===== src/rtl/tsa_pkg.sv =====
`timescale 1ns/1ps
package tsa_pkg;
   typedef enum logic {DIR_TX = 1'b0, DIR_RX = 1'b1} tsa_dir_e;
   localparam int TSA_DEF_CHANNELS  = 4;
   localparam int TSA_DEF_SLOTS     = 64;
   localparam int TSA_DEF_SLOT_BITS = 8;
endpackage


===== src/rtl/tsa_cfg_port.sv =====
`timescale 1ns/1ps
module tsa_cfg_port #(
   parameter int WORD_W = 8,
   parameter int CH_W   = 2
) (
   input  logic              clk,
   input  logic              rst_n,
   input  logic              ser_clk,
   input  logic              ser_cs,
   input  logic              ser_din,
   input  logic [CH_W-1:0]   ser_ch,
   output logic              wr_stb,
   output logic [WORD_W-1:0] wr_word,
   output logic [CH_W-1:0]   wr_ch
);
   localparam int CNT_W = $clog2(WORD_W + 2);
   localparam logic [CNT_W-1:0] CNT_FULL = CNT_W'(WORD_W);
   localparam logic [CNT_W-1:0] CNT_CAP  = CNT_W'(WORD_W + 1);

   generate
      if (WORD_W < 3) begin : g_bad_word
         $error("tsa_cfg_port: WORD_W too small");
      end
   endgenerate

   logic              sclk_q, cs_q;
   logic [WORD_W-1:0] shreg;
   logic [CNT_W-1:0]  nbits;
   logic              sclk_rise, cs_fall;

   assign sclk_rise = ser_clk & ~sclk_q;
   assign cs_fall   = cs_q & ~ser_cs;

   always_ff @(posedge clk or negedge rst_n) begin
      if (!rst_n) begin
         sclk_q <= 1'b0;
         cs_q   <= 1'b0;
         shreg  <= '0;
         nbits  <= '0;
      end else begin
         sclk_q <= ser_clk;
         cs_q   <= ser_cs;
         if (ser_cs) begin
            if (sclk_rise) begin
               shreg <= {shreg[WORD_W-2:0], ser_din};
               if (nbits != CNT_CAP) nbits <= nbits + 1'b1;
            end
         end else begin
            nbits <= '0;
         end
      end
   end

   assign wr_stb  = cs_fall && (nbits == CNT_FULL);
   assign wr_word = shreg;
   assign wr_ch   = ser_ch;

   // the bit counter saturates one past a full word, so over-long transfers never alias to a valid length
   a_r4_cnt_cap : assert property (@(posedge clk) disable iff (!rst_n)
      nbits <= CNT_CAP);
endmodule


===== src/rtl/tsa_slot_bank.sv =====
`timescale 1ns/1ps
module tsa_slot_bank
   import tsa_pkg::*;
#(
   parameter int CHANNELS = 4,
   parameter int SLOT_W   = 6,
   localparam int CH_W    = $clog2(CHANNELS),
   localparam int WORD_W  = SLOT_W + 2
) (
   input  logic                             clk,
   input  logic                             rst_n,
   input  logic                             wr_stb,
   input  logic [WORD_W-1:0]                wr_word,
   input  logic [CH_W-1:0]                  wr_ch,
   output logic [CHANNELS-1:0]              tx_en,
   output logic [CHANNELS-1:0][SLOT_W-1:0]  tx_slot,
   output logic [CHANNELS-1:0]              rx_en,
   output logic [CHANNELS-1:0][SLOT_W-1:0]  rx_slot
);
   logic     cmd_en;
   tsa_dir_e cmd_dir;
   assign cmd_en  = wr_word[SLOT_W+1];
   assign cmd_dir = tsa_dir_e'(wr_word[SLOT_W]);

   generate
      for (genvar c = 0; c < CHANNELS; c++) begin : g_ch
         logic hit;
         assign hit = wr_stb && (wr_ch == CH_W'(c));
         always_ff @(posedge clk or negedge rst_n) begin
            if (!rst_n) begin
               tx_en[c]   <= 1'b0;
               tx_slot[c] <= '0;
               rx_en[c]   <= 1'b0;
               rx_slot[c] <= '0;
            end else if (hit) begin
               if (cmd_dir == DIR_RX) begin
                  rx_en[c]   <= cmd_en;
                  rx_slot[c] <= wr_word[SLOT_W-1:0];
               end else begin
                  tx_en[c]   <= cmd_en;
                  tx_slot[c] <= wr_word[SLOT_W-1:0];
               end
            end
         end
      end
   endgenerate
endmodule


===== src/rtl/tsa_frame_timer.sv =====
`timescale 1ns/1ps
module tsa_frame_timer #(
   parameter int SLOTS     = 64,
   parameter int SLOT_BITS = 8,
   localparam int SLOT_W   = $clog2(SLOTS)
) (
   input  logic              clk,
   input  logic              rst_n,
   input  logic              fref,
   output logic              running,
   output logic [SLOT_W-1:0] slot
);
   localparam int CNT_W = $clog2(SLOTS * SLOT_BITS);
   localparam int BIT_W = $clog2(SLOT_BITS);
   localparam logic [CNT_W-1:0] LAST = CNT_W'(SLOTS * SLOT_BITS - 1);

   generate
      if ((1 << BIT_W) != SLOT_BITS || (1 << SLOT_W) != SLOTS) begin : g_bad_geom
         $error("tsa_frame_timer: SLOTS and SLOT_BITS must be powers of two");
      end
   endgenerate

   logic [CNT_W-1:0] cnt;

   always_ff @(posedge clk or negedge rst_n) begin
      if (!rst_n) begin
         cnt     <= '0;
         running <= 1'b0;
      end else if (fref) begin
         cnt     <= '0;
         running <= 1'b1;
      end else if (running) begin
         if (cnt == LAST) running <= 1'b0;
         else             cnt     <= cnt + 1'b1;
      end
   end

   assign slot = cnt[CNT_W-1:BIT_W];

   // a reference pulse always restarts the frame at bit 0
   a_r6_restart : assert property (@(posedge clk) disable iff (!rst_n)
      fref |=> (running && cnt == '0));
   // counting halts after the last bit of the last slot
   a_r8_halt : assert property (@(posedge clk) disable iff (!rst_n)
      (running && cnt == LAST && !fref) |=> !running);
endmodule


===== src/rtl/tsa_sync_decode.sv =====
`timescale 1ns/1ps
module tsa_sync_decode #(
   parameter int CHANNELS = 4,
   parameter int SLOT_W   = 6,
   parameter bit OUT_REG  = 1'b0
) (
   input  logic                            clk,
   input  logic                            rst_n,
   input  logic                            running,
   input  logic [SLOT_W-1:0]               slot,
   input  logic [CHANNELS-1:0]             en,
   input  logic [CHANNELS-1:0][SLOT_W-1:0] slots,
   output logic [CHANNELS-1:0]             sync
);
   logic [CHANNELS-1:0] hit;

   generate
      for (genvar c = 0; c < CHANNELS; c++) begin : g_hit
         assign hit[c] = running && en[c] && (slots[c] == slot);
      end

      if (OUT_REG) begin : g_reg
         always_ff @(posedge clk or negedge rst_n) begin
            if (!rst_n) sync <= '0;
            else        sync <= hit;
         end
      end else begin : g_comb
         assign sync = hit;

         // an idle frame timer leaves every strobe low
         a_r8_idle : assert property (@(posedge clk) disable iff (!rst_n)
            !running |-> (sync == '0));
         for (genvar c = 0; c < CHANNELS; c++) begin : g_chk
            // a disabled slot never strobes
            a_r5_disabled : assert property (@(posedge clk) disable iff (!rst_n)
               !en[c] |-> !sync[c]);
         end
      end
   endgenerate
endmodule


===== src/rtl/tslot_sync_gen.sv =====
`timescale 1ns/1ps
module tslot_sync_gen
   import tsa_pkg::*;
#(
   parameter int CHANNELS  = TSA_DEF_CHANNELS,
   parameter int SLOTS     = TSA_DEF_SLOTS,
   parameter int SLOT_BITS = TSA_DEF_SLOT_BITS,
   parameter bit OUT_REG   = 1'b0,
   localparam int CH_W     = $clog2(CHANNELS),
   localparam int SLOT_W   = $clog2(SLOTS),
   localparam int WORD_W   = SLOT_W + 2
) (
   input  logic                clk,
   input  logic                rst_n,
   input  logic                ser_clk,
   input  logic                ser_cs,
   input  logic                ser_din,
   input  logic [CH_W-1:0]     ser_ch,
   input  logic                tx_fref,
   input  logic                rx_fref,
   output logic [CHANNELS-1:0] tx_sync,
   output logic [CHANNELS-1:0] rx_sync,
   output logic                tx_active
);
   generate
      if (CHANNELS < 2 || (1 << CH_W) != CHANNELS) begin : g_bad_ch
         $error("tslot_sync_gen: CHANNELS must be a power of two >= 2");
      end
   endgenerate

   logic                            wr_stb;
   logic [WORD_W-1:0]               wr_word;
   logic [CH_W-1:0]                 wr_ch;
   logic [CHANNELS-1:0]             tx_en, rx_en;
   logic [CHANNELS-1:0][SLOT_W-1:0] tx_slot, rx_slot;
   logic                            tx_run, rx_run;
   logic [SLOT_W-1:0]               tx_cur, rx_cur;

   tsa_cfg_port #(.WORD_W(WORD_W), .CH_W(CH_W)) u_cfg (
      .clk(clk), .rst_n(rst_n), .ser_clk(ser_clk), .ser_cs(ser_cs),
      .ser_din(ser_din), .ser_ch(ser_ch),
      .wr_stb(wr_stb), .wr_word(wr_word), .wr_ch(wr_ch));

   tsa_slot_bank #(.CHANNELS(CHANNELS), .SLOT_W(SLOT_W)) u_bank (
      .clk(clk), .rst_n(rst_n), .wr_stb(wr_stb), .wr_word(wr_word), .wr_ch(wr_ch),
      .tx_en(tx_en), .tx_slot(tx_slot), .rx_en(rx_en), .rx_slot(rx_slot));

   tsa_frame_timer #(.SLOTS(SLOTS), .SLOT_BITS(SLOT_BITS)) u_tx_tmr (
      .clk(clk), .rst_n(rst_n), .fref(tx_fref), .running(tx_run), .slot(tx_cur));

   tsa_frame_timer #(.SLOTS(SLOTS), .SLOT_BITS(SLOT_BITS)) u_rx_tmr (
      .clk(clk), .rst_n(rst_n), .fref(rx_fref), .running(rx_run), .slot(rx_cur));

   tsa_sync_decode #(.CHANNELS(CHANNELS), .SLOT_W(SLOT_W), .OUT_REG(OUT_REG)) u_tx_dec (
      .clk(clk), .rst_n(rst_n), .running(tx_run), .slot(tx_cur),
      .en(tx_en), .slots(tx_slot), .sync(tx_sync));

   tsa_sync_decode #(.CHANNELS(CHANNELS), .SLOT_W(SLOT_W), .OUT_REG(OUT_REG)) u_rx_dec (
      .clk(clk), .rst_n(rst_n), .running(rx_run), .slot(rx_cur),
      .en(rx_en), .slots(rx_slot), .sync(rx_sync));

   assign tx_active = |tx_sync;
endmodule


===== config.mk =====
export PLATFORM = sky130hd
export DESIGN_NAME = tslot_sync_gen
export DESIGN_NICKNAME = d
export VERILOG_FILES = /design/src/rtl/tsa_pkg.sv /design/src/rtl/tsa_cfg_port.sv /design/src/rtl/tsa_slot_bank.sv /design/src/rtl/tsa_frame_timer.sv /design/src/rtl/tsa_sync_decode.sv /design/src/rtl/tslot_sync_gen.sv
export SDC_FILE = /design/constraint.sdc
export NUM_CORES = 1
export LEC_CHECK = 0
export ABC_CLOCK_PERIOD_IN_PS = 2400
export BUFFER_PORTS_ARGS = -buffer_cell sky130_fd_sc_hd__buf_4
export CORE_MARGIN = 3
export CORE_UTILIZATION = 53
export CTS_CLUSTER_DIAMETER = 60
export DETAILED_ROUTE_END_ITERATION = 16
export GPL_ROUTABILITY_DRIVEN = 0
export PLACE_DENSITY = 0.7
export SYNTH_ARGS = -nofsm -noshare
export SYNTH_HDL_FRONTEND = slang
export SYNTH_SLANG_ARGS = --single-unit

===== constraint.sdc =====
create_clock -name clk -period 2.4 [get_ports clk]
set_input_delay 0.36 -clock clk [delete_from_list [all_inputs] [get_ports clk]]
set_output_delay 0.36 -clock clk [all_outputs]
set_load 0.01 [all_outputs]

# Word level (Yosys, flattened, before mapping)
# Cells that the tools add are included.
# word_totals
reg_bits	90
wordCells	103
# op_classes
n_addsub	3
n_eq_ne	19
n_mux	15
bitwise	5
n_reduce_logical	37
# op_table
cell	count
$mux W9	6
$eq A6 B6 Y1	8
$reduce_and A2 Y1	12
$logic_and A1 B1 Y1	21
$add A9 B1 Y9 const B	2
$eq A9 B9 Y1 const B	2
$mux W4	3
$mux W1	6
$add A4 B1 Y4 const B	1
$eq A2 B2 Y1 const B	2
$eq A4 B4 Y1 const B	1
$ne A2 B1 Y1 const B	2
$ne A2 B2 Y1 const B	2
$ne A4 B4 Y1 const B	1
$reduce_bool A2 Y1	2
$reduce_or A4 Y1	1
$not A1 Y1	3
$and A1 B1 Y1	2
$eq A2 B1 Y1 const B	1
$logic_not A2 Y1	1

# Depth between registers and ports, before layout
# Gate-level depths: netlist of the first run.
# depth
depth_word	5
depth_mapped	9
depth_no_buf	8

# By module
# From an unflattened synthesis of the first run, not the netlist that was laid out.
# hier_totals
cells_unflattened	364
area_unflattened_um2	4494.3
# by_module_without_submodules
mod	n_inst	cells_per_inst	area_per_inst_um2
tsa_slot_bank	1	127	2162.1
tsa_frame_timer	2	56	534.3
tsa_cfg_port	1	50	658.1
tsa_sync_decode	2	37	299.0
tslot_sync_gen	1	1	7.5

# Worst setup path after synthesis of the first run
# Ideal clock, no wire load.
# synth_path
path_type	register -> output
startpoint	reg u_tx_tmr.cnt[6]
endpoint	out tx_active
arrival_time_ps	1789
required_ps	2040
setup_slack_ps	251
stages_incl_launch_ff	6
n_path_buf	1
cell_sequence	dfrtp_1 buf_6 xor2_1 or4_1 nor4_1 or4_1
# synth_via
elab_chain_len	3
elab_cells_between_ends	9
cone_classes	eq/ne (4); reduce/logical (5)
# synth_rtl
item	line_no	source
start, declared	tsa_frame_timer.sv:23	logic [CNT_W-1:0] cnt;
start signal, assigned	tsa_frame_timer.sv:34	else cnt <= cnt + 1'b1;
$eq A6 B6 Y1	tsa_sync_decode.sv:19	assign hit[c] = running && en[c] && (slots[c] == slot);
$logic_and A1 B1 Y1	tsa_sync_decode.sv:19	
via tx_sync[3]	tslot_sync_gen.sv:21	output logic [CHANNELS-1:0] tx_sync,
$reduce_or A4 Y1	tslot_sync_gen.sv:62	assign tx_active = |tx_sync;
end, declared	tslot_sync_gen.sv:23	output logic tx_active
# The timed path passes the listed nets, and every way through them passes these cells.

# Worst setup path after layout of the first run
# layout_path
startpoint	reg u_tx_tmr.cnt[5]
endpoint	out tx_active
# layout_via
elab_chain_len	3
elab_cells_between_ends	9
cone_classes	eq/ne (4); reduce/logical (5)
# layout_rtl
item	line_no
$eq A6 B6 Y1	tsa_sync_decode.sv:19
$logic_and A1 B1 Y1	tsa_sync_decode.sv:19
$reduce_or A4 Y1 (*)	tslot_sync_gen.sv:62
# Mark *: on every way between the ends. The rest lies on a longest branch, timed or not.

==> results of run 1 <==
==> cell type report <==
cell class,instances,area share (%)
inverters,2,0.154
multi-input cells,234,41.6
flip-flops and latches,90,46.3
clock buffers,10,2.62
clock inverters,6,1.36
repair buffers,32,5.31
well taps,102,2.62
==> path summary, 6_finish.rpt <==
path | from | depth (start not counted) | end
max | u_tx_tmr.cnt[5] | 5 | tx_active
min | ser_clk | 1 | u_cfg.sclk_q
max reg2reg | u_tx_tmr.cnt[0] | 8 | u_tx_tmr.cnt[1]
min reg2reg | u_bank.tx_en[3] | 1 | u_bank.tx_en[3]
max in group asynchronous | rst_n | 3 | u_bank.tx_slot[0]
min in group asynchronous | rst_n | 2 | u_tx_tmr.cnt[2]
==> power by group through the flow <==
stage	registers (mW)	clock network [mW]	logic [mW]
final	1.80	1.04	0.167
after global routing	1.82	1.12	0.189
after CTS	1.80	1.05	0.171
after detailed placement	1.83	0	0.168
after global placement	1.82	0	0.162
after floorplan	1.64	0	0.208
==> sequential cells by signal (all words and copies together) (netlist names), 4 cells and up <==
| name | count |
|---|---|
| u_cfg.wr_word | 8 |
| u_tx_tmr.cnt | 9 |
| u_bank.rx_slot | 24 |
| u_bank.tx_slot | 24 |
| u_cfg.nbits | 4 |
| u_rx_tmr.cnt | 9 |
| u_bank.rx_en | 4 |
| u_bank.tx_en | 4 |
==> stage by stage <==
step / cell area [sq um] / TNS (ns) / instances
final: 4880 / 0 / 476
after global routing: 4880 / -0.0542 / 476
after CTS: 4860 / -0.00188 / 476
after detailed placement: 4540 / 0 / 451
after global placement: 4540 / 0 / 451
after floorplan: 4350 / 0 / 349
==> per-layer routing <==
metal  part of all wire [%]  wire [microns]  vias to the layer above  global-route usage [%]
met4                    2.0             170                        0                    8.18
met1                     51            4370                     1367                    29.7
li1                       -               -                     1233                       -
met3                    2.3             198                       16                    3.33
met2                     45            3860                       30                    29.9
met5                      0               0                        -                       0
==> cells in the final DEF (no fill, tap or decap), types with 3 or more instances in the layout <==
master      Yosys  layout
and3_1          7       7
buf_4           0      29
clkbuf_8        0       9
clkinvlp_4      0       3
dfrtp_1        90      86
dfrtp_2         0       4
ha_1            7       7
mux2_2         64      64
mux2i_1         5       5
nand2_1        12      12
nand3_1        11      11
nand4_1        10      10
nor2_1         21      21
nor2b_1         4       4
nor4_1          8       4
nor4_4          1       4
or4_4           0       3
xnor2_1        20      20
xor2_1         44      44
==> kinds of logic (layout without fill, tap and decap cells) <==
logic type               Yosys count  in the layout
AO/OA/AOI/OAI                      3              3
buffers and inverters             25             50
AND/OR/NAND/NOR                   91             91
flip-flops                        90             90
adder cells (fa/ha/maj)            7              7
XOR/XNOR                          64             64
multiplexers                      69             69
==> worst max-delay path, cell delays in order (launching register included) <==
cell,delay (ns)
dfrtp_2,0.47
buf_4,0.17
xor2_1,0.26
nor4_4,0.09
or4_1,0.50
buf_4,0.16
==> what timing repair did <==
item,CTS,global route
resized for setup,13,2
hold buffers,1,0
buffers inserted,8,0
setup endpoints to repair,4,1
pin swaps,6,4
hold endpoints to repair,31,0
==> impl_metrics.env, run 1 <==
export IMPL_status="completed"
export IMPL_ctsLongestPathBuffers=2
export IMPL_synth_xor_area_share_pct=12.9
export IMPL_reg2reg_slack_ns=0.19
export IMPL_seq_power_share_pct=59.9
export IMPL_clk_pin_slew_ns=0.09
export IMPL_synth_commonest_cells="90 x dfrtp_1, 64 x mux2_2, 44 x xor2_1, 21 x nor2_1, 20 x xnor2_1"
export IMPL_diodes=0
export IMPL_synth_cell_types=33
export IMPL_wl_microns=8600
export IMPL_period_minus_slack_ns=2.35
export IMPL_hpwl_microns=5650
export IMPL_synth_flop_cell="dfrtp_1"
export IMPL_synth_most_common_cell="dfrtp_1"
export IMPL_async_reset_ff_share_pct=100
export IMPL_synth_cells=349
export IMPL_critPathCaptureType="output port"
export IMPL_setup_slack_ns=0.0465
export IMPL_nNetsFinal=385
export IMPL_cts_sinks=90
export IMPL_ant_nets=0
export IMPL_coreArea_sq_um=7850
export IMPL_tightest_slew_ns=0.597
export IMPL_utilization_pct=62.1
export IMPL_grt_max_degree=38
export IMPL_rsz0062_at_grt="yes"
export IMPL_synthSimpleGateAreaFrac_pct=12.2
export IMPL_grt_pass1_wl_microns=14100
export IMPL_cap_violations=0
export IMPL_die_area_sq_um=9320
export IMPL_syn_area_per_cell_sq_um=12.5
export IMPL_final_period_utilization_pct=98.1
export IMPL_yosysTopAreaCell="dfrtp_1"
export IMPL_pwr_density_cell_nw_per_um2=616
export IMPL_clock_skew_ns=0.0143
export IMPL_die_y_microns=96.6
export IMPL_drive_above_1_share_pct=34.8
export IMPL_whs_ns=0.116
export IMPL_dr_pass1_iters=4
export IMPL_ys_seq_elements=90
export IMPL_ys_seq_area_share_pct=51.8
export IMPL_p_sw_share_pct=28.2
export IMPL_clk_latency_ns=0.36
export IMPL_numCtsBuffers=9
export IMPL_grt_pass1_vias=2757
export IMPL_io_buffers=17
export IMPL_ff_latch_area_sq_um=2260
export IMPL_hold_violations=0
export IMPL_boundaryPins=18
export IMPL_antenna_found_initial=0
export IMPL_worstPathRequired_ns=2.04
export IMPL_synth_edff_count=0
export IMPL_drc=0
export IMPL_synth_top_family_by_area="multiplexers"
export IMPL_post_synth_mux_area_share_pct=17.7
export IMPL_synth_top_cell_area_share_pct=51.8
export IMPL_cts_tree="done"
export IMPL_vias=2646
export IMPL_clockPowerShare_pct=34.5
export IMPL_multiInputGateArea_sq_um=2030
export IMPL_drt_iter0_markers=124
export IMPL_dieWidth_microns=96.6
export IMPL_max_slew_margin_pct=60.0
export IMPL_maxSlewViolCount=0
export IMPL_syn_num_nets=365
export IMPL_finalSetupViolCount=0
export IMPL_peakVddDrop_mv=0.366
export IMPL_comb_power_share_pct=5.6
export IMPL_post_place_ws_ns=0.232
export IMPL_arrival_ns=1.99
export IMPL_p_leak_nw=2.51
export IMPL_power_total_mw=3.00
export IMPL_viasPerCell=5.56
export IMPL_wire_per_inst_microns=18.1
export IMPL_grt_use_total_pct=20.2
export IMPL_clock_fmax_mhz=425
export IMPL_synth_compound_area_share_pct=0.461
export IMPL_cp_max_fo=4
export IMPL_synthAdderAreaFrac_pct=2.01
export IMPL_cts_htree_levels=3
export IMPL_start_util_pct=55.4
export IMPL_syn_area_sq_um=4350
export IMPL_fill_cells=660
export IMPL_synth_area_top_cells="dfrtp_1 52%, mux2_2 17%, xor2_1 8.9%"
export IMPL_p_int_mw=2.16
export IMPL_rows=32
export IMPL_root_buffer="clkbuf_8"
export IMPL_syn_to_final_growth_pct=12.2
export IMPL_hp_class="in2reg"
export IMPL_p_sw_uw=848
export IMPL_critical_path_class="reg2out"
export IMPL_ys_warn_count=0
export IMPL_cp_start_kind="flip-flop"
export IMPL_globalRoute_totalOverflow=0
Power figures use the tool's default switching activity.
==> run 2: changes to the inputs <==
--- a/config.mk
+++ b/config.mk
@@ -7,6 +7,7 @@
 export LEC_CHECK = 0
 export ABC_CLOCK_PERIOD_IN_PS = 2400
 export BUFFER_PORTS_ARGS = -buffer_cell sky130_fd_sc_hd__buf_4
+export CAP_MARGIN = 0
 export CORE_MARGIN = 3
 export CORE_UTILIZATION = 53
 export CTS_CLUSTER_DIAMETER = 60
@@ -15,4 +16,5 @@
 export PLACE_DENSITY = 0.7
 export SYNTH_ARGS = -nofsm -noshare
 export SYNTH_HDL_FRONTEND = slang
+export SYNTH_HIERARCHICAL = 1
 export SYNTH_SLANG_ARGS = --single-unit
==> impl_metrics.env, run 2 <==
export IMPL_crit_buf_inv=1
export IMPL_period_minus_slack_ns=2.29
export IMPL_tightest_slew_ns=0.510
export IMPL_synth_area_top_cells="dfrtp_1 50%, mux2_2 16%, xnor2_1 7.0%"
export IMPL_start_util_pct=56.4
export IMPL_cp_slowest_cell="dfrtp_1"
export IMPL_met3_usage_pct=4.64
export IMPL_root_buffer="clkbuf_8"
export IMPL_dr_pass1_iters=7
export IMPL_pwr_density_cell_nw_per_um2=618
export IMPL_syn_area_per_cell_sq_um=12.3
export IMPL_critPathTopFamily="simple AND/OR/NAND/NOR gates"
export IMPL_met2_usage_pct=28.4
export IMPL_critical_path_class="reg2out"
export IMPL_io_buffers=17
export IMPL_hp_class="in2reg"
export IMPL_status="completed"
export IMPL_hold_violations=0
export IMPL_met1_usage_pct=27.1
export IMPL_synth_cells=364
export IMPL_viasPerCell=5.69
export IMPL_arrival_ns=1.93
export IMPL_rsz0062_at_grt="no"
export IMPL_critPathCaptureType="output port"
export IMPL_cap_violations=0
export IMPL_ys_warn_count=6
export IMPL_final_common_cell="dfrtp_1"
export IMPL_cp_max_fo=8
export IMPL_cts_htree_levels=3
export IMPL_syn_to_final_growth_pct=7.88
export IMPL_synth_cell_types=37
export IMPL_wire_per_inst_microns=17.5
export IMPL_antenna_found_initial=0
export IMPL_boundaryPins=18
export IMPL_clk_latency_ns=0.36
export IMPL_ctsLongestPathBuffers=2
export IMPL_maxSlewViolCount=0
export IMPL_hpwl_microns=5660
export IMPL_ys_seq_elements=90
export IMPL_clk_pin_slew_ns=0.08
export IMPL_finalSetupViolCount=0
export IMPL_synth_edff_count=0
export IMPL_async_reset_ff_share_pct=100
export IMPL_cts_tree="done"
export IMPL_syn_num_nets=380
export IMPL_grt_pass1_vias=2745
export IMPL_syn_area_sq_um=4490
export IMPL_tns_ns=0
export IMPL_clock_fmax_mhz=437
export IMPL_numCtsBuffers=9
export IMPL_grt_max_degree=57
export IMPL_clock_skew_ns=0.0124
export IMPL_die_area_sq_um=9620
export IMPL_ys_seq_area_share_pct=50.1
export IMPL_dieWidth_microns=98.1
export IMPL_synth_top_cell_area_share_pct=50.1
export IMPL_final_cell_mix="88 x dfrtp_1, 64 x mux2_2, 36 x xnor2_1"
export IMPL_globalRoute_totalOverflow=0
export IMPL_grt_use_total_pct=18.9
export IMPL_rows=32
export IMPL_drive_above_1_share_pct=32.0
export IMPL_grt_pass1_wl_microns=14100
export IMPL_largestRegisters="u_bank/rx_slot (24), u_bank/tx_slot (24)"
export IMPL_synth_commonest_cells="90 x dfrtp_1, 64 x mux2_2, 36 x xnor2_1, 19 x nand2_1, 18 x nand3_1"
export IMPL_drc=0
export IMPL_crit_start="u_tx_tmr/cnt[4]"
export IMPL_grt_busiest_layer="met2"
export IMPL_coreArea_sq_um=7970
export IMPL_cp_start_kind="flip-flop"
export IMPL_post_cts_buffers=0
export IMPL_synth_most_common_cell="dfrtp_1"
export IMPL_final_period_utilization_pct=95.3
export IMPL_die_y_microns=98.1
export IMPL_vias=2730
export IMPL_peakVddDrop_mv=0.428
export IMPL_synth_flop_cell="dfrtp_1"
export IMPL_diodes=0
export IMPL_critical_path_max_stage_delay_ns=0.53
export IMPL_yosysTopAreaCell="dfrtp_1"
export IMPL_hp_start="ser_clk"
export IMPL_whs_ns=0.125
export IMPL_cts_sinks=90
export IMPL_worstPathCellList="xnor2_1 > nand3_1 > nor4_2 > or4_1 > buf_4"
export IMPL_drt_iter0_markers=170
export IMPL_ant_nets=0
export IMPL_max_slew_margin_pct=65.8
export IMPL_p_leak_nw=2.30
export IMPL_worstPathRequired_ns=2.04
export IMPL_wl_microns=8390
export IMPL_nNetsFinal=389
export IMPL_r2r_start="u_cfg/nbits[0]"
[run 2: timing repair]
item | 4_1_cts | 5_1_grt
gates resized for setup | 1 | 2
pin swaps | 0 | 0
setup endpoints to repair | 1 | 1
endpoints found under the hold margin | 34 | 0
hold buffers | 1 | 0
[run 2: cell families (layout without fill, tap and decap cells)]
logic type	count (synthesis)	after routing	share of synthesized area, %
simple gates	88	88	13.1
xor+xnor	52	52	10.1
fa+ha+maj	7	7	1.95
mux	67	67	16.7
buf+inv	33	47	4.45
flops	90	90	50.1
compound gates	27	27	3.59
[run 2: area by class of cell]
type	instances	area, sq um
Tap cell	102	128
Multi-Input combinational cell	241	2050
Inverter	7	26.3
Fill cell	653	3120
Timing Repair Buffer	24	195
Clock inverter	4	51.3
Sequential cell	90	2250
Clock buffer	12	145
[run 2: final timing paths]
path	end	slack, ns	depth (start not counted)
hold reg to reg	u_bank/rx_en[3]	0.51	1
setup reg to reg	u_bank/rx_slot[5]	0.18	8
setup / recovery	tx_active	0.11	5
max in group asynchronous	u_tx_tmr/cnt[8]	1.25	3
min in group asynchronous	u_rx_tmr/cnt[5]	0.48	2
hold / removal	u_cfg/sclk_q	0.13	1
[run 2: routing by layer]
layer | share of wire (%) | vias to the layer above
met2 | 47 | 37
met3 | 3.5 | 7
met5 | 0 | -
li1 | - | 1290
met4 | 0.98 | 0
met1 | 49 | 1396
[run 2: worst reg2reg max path, cell delays in order, from the launching register on]
cell	delay (ns)
dfrtp_1	0.42
inv_1	0.12
ha_1	0.16
nand2_1	0.05
nor4b_1	0.30
buf_4	0.21
nor4bb_1	0.30
buf_4	0.22
mux2_2	0.34
[run 2: per-stage QoR]
stage                     setup WS (ns)  instance area [sq um]  total power [mW]  cells  utilization, %
after floorplan                   0.402                   4490              1.85    364               -
after global placement            0.256                   4630              1.99    463            58.2
after detailed placement          0.200                   4630              2.01    463            58.2
after CTS                        0.0249                   4840              3.04    480            60.8
after global routing            0.00191                   4850              3.14    480            60.9
final                             0.113                   4850              3.00    480            60.9
[run 2: power breakdown]
group          internal, mW  switching [mW]  leakage, nW
clock                 0.511           0.517       0.0966
combinational        0.0887          0.0798        0.979
sequential             1.58           0.218         1.22
total                  2.18           0.815         2.30
